File: config.mk
export PLATFORM = sky130hd
export DESIGN_NAME = flash_selfprog_ctrl
export DESIGN_NICKNAME = d
export VERILOG_FILES = /design/src/rtl/spm_ctrl_pkg.sv /design/src/rtl/spm_cmd_classify.sv /design/src/rtl/spm_arm_timer.sv /design/src/rtl/flash_selfprog_ctrl.sv
export SDC_FILE = /design/constraint.sdc
export NUM_CORES = 1
export LEC_CHECK = 0
export BUFFER_PORTS_ARGS = -buffer_cell sky130_fd_sc_hd__buf_4
export CORE_AREA = 3 3 52 54
export DETAILED_ROUTE_END_ITERATION = 10
export DIE_AREA = 0 0 55 57
export PLACE_DENSITY = 0.8
export SYNTH_ARGS = -nofsm -noshare
export SYNTH_HDL_FRONTEND = slang
export SYNTH_SLANG_ARGS = --single-unit
File: constraint.sdc
create_clock -name clk -period 4.7 [get_ports clk]
set_clock_uncertainty 0.05 [all_clocks]
set_input_delay 0.94 -clock clk [delete_from_list [all_inputs] [get_ports clk]]
set_output_delay 0.94 -clock clk [all_outputs]
set_load 0.02 [all_outputs]
File: src/rtl/spm_ctrl_pkg.sv
package spm_ctrl_pkg;
   localparam int B_IE    = 7;
   localparam int B_BUSY  = 6;
   localparam int B_SIG   = 5;
   localparam int B_RWWRE = 4;
   localparam int B_LOCK  = 3;
   localparam int B_PGWR  = 2;
   localparam int B_PGERS = 1;
   localparam int B_EN    = 0;

   typedef enum logic [1:0] {ST_IDLE, ST_ARMED, ST_OPER} spm_state_e;
   typedef enum logic [2:0] {K_LOAD, K_ERASE, K_WRITE, K_LOCK, K_SIG, K_RWWRE, K_BAD} spm_kind_e;
endpackage

File: src/rtl/spm_cmd_classify.sv
module spm_cmd_classify
   import spm_ctrl_pkg::*;
(
   input  logic       sig_i,
   input  logic       rwwre_i,
   input  logic       lock_i,
   input  logic       pgwr_i,
   input  logic       pgers_i,
   output spm_kind_e  kind_o
);
   logic [2:0] n_cmd;
   assign n_cmd = 3'(sig_i) + 3'(lock_i) + 3'(pgwr_i) + 3'(pgers_i);

   always_comb begin
      if (n_cmd > 3'd1)  kind_o = K_BAD;
      else if (pgers_i)  kind_o = K_ERASE;
      else if (pgwr_i)   kind_o = K_WRITE;
      else if (lock_i)   kind_o = K_LOCK;
      else if (sig_i)    kind_o = K_SIG;
      else if (rwwre_i)  kind_o = K_RWWRE;
      else               kind_o = K_LOAD;
   end
endmodule

File: src/rtl/spm_arm_timer.sv
module spm_arm_timer #(
   parameter int WIN = 4,
   localparam int CW = $clog2(WIN + 1)
) (
   input  logic          clk,
   input  logic          rst_n,
   input  logic          load_i,
   input  logic          run_i,
   output logic [CW-1:0] cnt_o,
   output logic          last_o
);
   always_ff @(posedge clk or negedge rst_n) begin
      if (!rst_n)                          cnt_o <= '0;
      else if (load_i)                     cnt_o <= CW'(WIN);
      else if (run_i && cnt_o != '0)       cnt_o <= cnt_o - 1'b1;
   end
   assign last_o = (cnt_o == CW'(1));

   AST_TIMER_LOAD: assert property (@(posedge clk) disable iff (!rst_n)
      load_i |=> cnt_o == CW'(WIN));
endmodule

File: src/rtl/flash_selfprog_ctrl.sv
module flash_selfprog_ctrl
   import spm_ctrl_pkg::*;
#(
   parameter int AW              = 16,
   parameter int BOOT_ADDR       = 'h4C00,
   parameter int SPM_WIN         = 4,
   parameter int LPM_WIN         = 3,
   parameter bit LOCK_WAITS_DONE = 1'b0,
   localparam int CW = $clog2(SPM_WIN + 1)
) (
   input  logic          clk,
   input  logic          rst_n,
   input  logic          reg_wr_i,
   input  logic [7:0]    reg_wdata_i,
   output logic [7:0]    reg_rdata_o,
   input  logic          spm_exec_i,
   input  logic          lpm_exec_i,
   input  logic          global_ie_i,
   input  logic          flash_done_i,
   input  logic          boot_fuse_i,
   output logic          erase_o,
   output logic          write_o,
   output logic          bufload_o,
   output logic          lock_o,
   output logic          rww_reen_o,
   output logic          sig_sel_o,
   output logic          rww_busy_o,
   output logic          ready_irq_o,
   output logic [AW-1:0] reset_vec_o
);
   // elaboration-time parameter checks
   if (LPM_WIN < 1 || LPM_WIN > SPM_WIN) begin : g_bad_win
      $error("LPM_WIN must lie in 1..SPM_WIN");
   end
   if (AW < 31 && BOOT_ADDR >= (1 << AW)) begin : g_bad_addr
      $error("BOOT_ADDR does not fit in AW bits");
   end

   spm_state_e state_q;
   spm_kind_e  kind_q, kind_w;
   logic ie_q, busy_q, sig_q, rwwre_q, lock_q, pgwr_q, pgers_q, en_q;
   logic [CW-1:0] cnt;
   logic last, arm_ok, wr_bad, accept, start_op, go_idle, lock_oper;

   spm_cmd_classify u_cls (
      .sig_i   (reg_wdata_i[B_SIG]),
      .rwwre_i (reg_wdata_i[B_RWWRE]),
      .lock_i  (reg_wdata_i[B_LOCK]),
      .pgwr_i  (reg_wdata_i[B_PGWR]),
      .pgers_i (reg_wdata_i[B_PGERS]),
      .kind_o  (kind_w)
   );

   spm_arm_timer #(.WIN(SPM_WIN)) u_tmr (
      .clk    (clk),
      .rst_n  (rst_n),
      .load_i (arm_ok),
      .run_i  (state_q == ST_ARMED),
      .cnt_o  (cnt),
      .last_o (last)
   );

   // variant: lock-bit set either completes at once or waits for the flash controller
   if (LOCK_WAITS_DONE) begin : g_lock_wait
      assign lock_oper = 1'b1;
   end else begin : g_lock_fast
      assign lock_oper = 1'b0;
   end

   assign arm_ok   = (state_q == ST_IDLE) && reg_wr_i && reg_wdata_i[B_EN] && (kind_w != K_BAD);
   assign wr_bad   = (state_q == ST_IDLE) && reg_wr_i && reg_wdata_i[B_EN] && (kind_w == K_BAD);
   assign accept   = (state_q == ST_ARMED) && spm_exec_i && (kind_q != K_SIG);
   assign start_op = accept && ((kind_q == K_ERASE) || (kind_q == K_WRITE) ||
                                ((kind_q == K_LOCK) && lock_oper));
   assign go_idle  = ((state_q == ST_ARMED) && ((accept && !start_op) || (!accept && last))) ||
                     ((state_q == ST_OPER) && flash_done_i);

   always_ff @(posedge clk or negedge rst_n) begin
      if (!rst_n) begin
         state_q <= ST_IDLE;
         kind_q  <= K_LOAD;
         ie_q    <= 1'b0;
         busy_q  <= 1'b0;
         sig_q   <= 1'b0;
         rwwre_q <= 1'b0;
         lock_q  <= 1'b0;
         pgwr_q  <= 1'b0;
         pgers_q <= 1'b0;
         en_q    <= 1'b0;
      end else begin
         if (reg_wr_i && !wr_bad) ie_q <= reg_wdata_i[B_IE];
         if (arm_ok) begin
            state_q <= ST_ARMED;
            kind_q  <= kind_w;
            sig_q   <= reg_wdata_i[B_SIG];
            rwwre_q <= reg_wdata_i[B_RWWRE];
            lock_q  <= reg_wdata_i[B_LOCK];
            pgwr_q  <= reg_wdata_i[B_PGWR];
            pgers_q <= reg_wdata_i[B_PGERS];
            en_q    <= 1'b1;
         end else if (start_op) begin
            state_q <= ST_OPER;
         end else if (go_idle) begin
            state_q <= ST_IDLE;
            sig_q   <= 1'b0;
            rwwre_q <= 1'b0;
            lock_q  <= 1'b0;
            pgwr_q  <= 1'b0;
            pgers_q <= 1'b0;
            en_q    <= 1'b0;
         end
         if (start_op && (kind_q != K_LOCK))
            busy_q <= 1'b1;
         else if (accept && ((kind_q == K_RWWRE) || (kind_q == K_LOAD)))
            busy_q <= 1'b0;
      end
   end

   assign erase_o     = accept && (kind_q == K_ERASE);
   assign write_o     = accept && (kind_q == K_WRITE);
   assign lock_o      = accept && (kind_q == K_LOCK);
   assign rww_reen_o  = accept && (kind_q == K_RWWRE);
   assign bufload_o   = accept && (kind_q == K_LOAD);
   assign sig_sel_o   = (state_q == ST_ARMED) && (kind_q == K_SIG) && lpm_exec_i &&
                        (cnt > CW'(SPM_WIN - LPM_WIN));
   assign rww_busy_o  = busy_q;
   assign reg_rdata_o = {ie_q, busy_q, sig_q, rwwre_q, lock_q, pgwr_q, pgers_q, en_q};
   assign ready_irq_o = ie_q && global_ie_i && !en_q;
   assign reset_vec_o = boot_fuse_i ? '0 : AW'(BOOT_ADDR);

   AST_RO_BUSY: assert property (@(posedge clk) disable iff (!rst_n)
      ((state_q == ST_IDLE) && reg_wr_i && !reg_wdata_i[B_EN] && reg_wdata_i[B_BUSY] && !rww_busy_o)
      |=> !rww_busy_o);
   AST_IRQ_NEEDS_IDLE_EN: assert property (@(posedge clk) disable iff (!rst_n)
      ready_irq_o |-> !reg_rdata_o[B_EN]);
   AST_BUSY_SOURCE: assert property (@(posedge clk) disable iff (!rst_n)
      $rose(rww_busy_o) |-> $past(erase_o || write_o));
   AST_BUSY_RELEASE: assert property (@(posedge clk) disable iff (!rst_n)
      $fell(rww_busy_o) |-> $past(rww_reen_o || bufload_o));
   AST_EXPIRE_CLEARS: assert property (@(posedge clk) disable iff (!rst_n)
      ((state_q == ST_ARMED) && last && !spm_exec_i) |=> !reg_rdata_o[B_EN]);
   AST_SIG_BLOCKS_SPM: assert property (@(posedge clk) disable iff (!rst_n)
      ((state_q == ST_ARMED) && sig_q && spm_exec_i)
      |-> !(erase_o || write_o || lock_o || rww_reen_o || bufload_o));
   AST_ONE_STROBE: assert property (@(posedge clk) disable iff (!rst_n)
      $onehot0({erase_o, write_o, lock_o, rww_reen_o, bufload_o}));
   AST_OPER_HOLDS_EN: assert property (@(posedge clk) disable iff (!rst_n)
      ((state_q == ST_OPER) && !flash_done_i) |=> reg_rdata_o[B_EN]);
endmodule

==> results.yml <==
clocking:
  postCtsHoldBufs: 0
  h-tree-depth: 1
  cts_root_buf: "clkbuf_4"
  cts_resized: 0
  post_cts_buffers: 0
  cts_tree: "yes"
  cts.sinks: 16
  numCtsBuffers: 3
  worst_skew_pair.late_latency_ns: 0.29
  clkTransAtPathRegs_ns: 0.10
  cts.path.max_buffers: 2
timing:
  slew_headroom_pct: 39.6
  rsz0062_at_grt: "no"
  finalCriticalPeriod_ns: 2.93
  clock.fmax_mhz: 342
  slew_violations: 0
  finalSetupTns_ns: 0
  tightestPinTransition_ns: 0.906
  setup_viol: 0
  fin_crit_sh_pct: 62.3
  hold_viol_final: 0
synthesis:
  synth_seq_cells: 16
  synth_area_mm2: 0.00112
  synthXorXnorAreaFrac_pct: 1.57
  synth_top_family_by_area: "buffers and inverters"
  synthAdderAreaFrac_pct: 5.59
  yosys.area_share.simple_pct: 17.6
  synthDominantCellAreaShare_pct: 35.8
  synth_area_leader_cell: "dfrtp_1"
  seq_area_frac_synth_pct: 35.8
  syn_avg_cell_area_um2: 9.64
  netlist_top_cells_area: "dfrtp_1 36%, buf_4 15%, ha_1 5.6%, a22o_1 3.9%, nor2_1 3.0%"
  async_flop_share_pct: 100
  yosysUniqueCellTypes: 34
  yosys_most_used_dff: "dfrtp_1"
  synth_edf_count: 0
  synth-compound-area-share_pct: 16.3
  yosys_warnings: 0
  synthMuxAreaShare_pct: 3.02
  synth_cells: 116
worst_setup_path:
  critPathRequiredTime_ns: 3.71
  reg2reg_depth: 3
  cp_max_fo: 4
  start_kind: "input pin"
  crit_type: "in2out"
  end_kind: "output pin"
  cp.arrival_ns: 1.94
layout:
  drive_gt1_share_pct: 32.4
  layout_commonest_cell: "buf_4"
  regArea_um2: 400
  n_fill_cell: 205
  nets: 161
  area_growth_pct: 15.4
  fin_util_pct: 57.3
  multiInputGateArea_um2: 542
  num_antenna_cells: 0
  layout_common_cells: "33 x buf_4, 16 x dfrtp_1, 13 x conb_1"
power:
  vdd_ir_drop_max_uv: 295
  power_leakage_nw: 0.649
  power_uw: 713
  p_per_area_mw_per_mm2: 552
drt:
  drc_errors: 0
  vias_per_cell: 5.10
  post_drt_wl_per_cell_um: 12.9
  final_antenna_net_count: 0
  num_vias: 852
  first_pass_iters: 4
  wl_um: 2150
  drtIter0Drc: 16
grt:
  grt-ovfl-total: 0
  grt_max_degree: 17
  antenna_found_initial: 0
  track_usage_pct: 14.3
  grt_pass1_wl_um: 3320
  grt_pass1_vias: 764
hold_path:
  hp-class: "in2async"
status:
  status: "complete, no violations"
floorplan:
  ios: 48
  die_area_mm2: 0.00314
  start_util_pct: 49.6
  fp-row-count: 17
  core_area_mm2: 0.00225
  die_y_um: 57
  die_x_um: 55
place:
  dp_hpwl_um: 1700
  gp_congestion: 0.744
  portBuffers: 33
job:
  maxCapViolations: 0
[state kept, by name, summed over array words and instances (netlist names)]
| register | flops |
|---|---|
| en_q | 1 |
| ie_q | 1 |
| kind_q | 3 |
| lock_q | 1 |
| pgers_q | 1 |
| pgwr_q | 1 |
| rww_busy_o | 1 |
| rwwre_q | 1 |
| sig_q | 1 |
| state_q | 2 |
| u_tmr.cnt_o | 3 |
[per-stage QoR]
| stage | instances | setup WS [ns] | hold slack, ns | area, um^2 |
|---|---|---|---|---|
| CTS | 167 | 1.78 | 0.443 | 1290 |
| detailed placement | 163 | 1.52 | 0.435 | 1250 |
| floorplan | 128 | 1.79 | 0.417 | 1160 |
| global route | 167 | 1.68 | 0.438 | 1290 |
| global placement | 163 | 1.58 | 0.438 | 1250 |
| finish | 167 | 1.77 | 0.439 | 1290 |
[Yosys cell counts (3+ instances only)]
cell type and number:
a21oi_1 3, a22o_1 5, buf_4 23, dfrtp_1 16, ha_1 5, inv_1 8
mux2_2 3, nand2_1 8, nand2b_1 3, nor2_1 9, o21ai_0 3
[area by class of cell]
class                   instances  share of cell area [%]
repair buffers                 33                    19.2
inverters                       8                    2.33
well taps                      28                    2.71
multi-input cells              78                    42.0
clock buffers                   4                    2.81
flip-flops and latches         16                    31.0
[report_power, final]
group / total [mW] / switching, mW / internal [mW]
combinational: 0.350 / 0.184 / 0.165
clock: 0.0916 / 0.0444 / 0.0471
sequential: 0.271 / 0.0707 / 0.201
[critical path, stage by stage]
cell	delay [ns]
buf_4	0.09
nor4bb_1	0.48
nor3b_1	0.25
buf_4	0.17
[cells by family (layout without fill, tap and decap cells)]
family,count (synthesis),count (layout)
simple gates,33,33
compound gates,22,22
other cells,1,13
buf+inv,34,45
flops,16,16
xor+xnor,2,2
mux,3,3
fa+ha+maj,5,5
[metal layers]
layer  part of all wire (%)  global-route usage (%)  vias up  wire [um]
met5                      0                       0        -          0
met2                     50                    24.7       34       1080
li1                       -                       -      410          -
met3                    9.4                    4.70        2        202
met1                     40                    16.9      406        862
met4                   0.56                    3.13        0         12
[final timing paths]
| kind | from | to | slack, ns |
|---|---|---|---|
| max | spm_exec_i | bufload_o | 1.77 |
| min | rst_n | rww_busy_o | 0.44 |
| max reg2reg | state_q[0] | kind_q[1] | 2.56 |
| min reg2reg | rwwre_q | rwwre_q | 0.46 |
| max in group asynchronous | rst_n | rwwre_q | 3.97 |
| min in group clk | rwwre_q | rwwre_q | 0.46 |
Note: power is estimated with default switching activity, not from simulation.
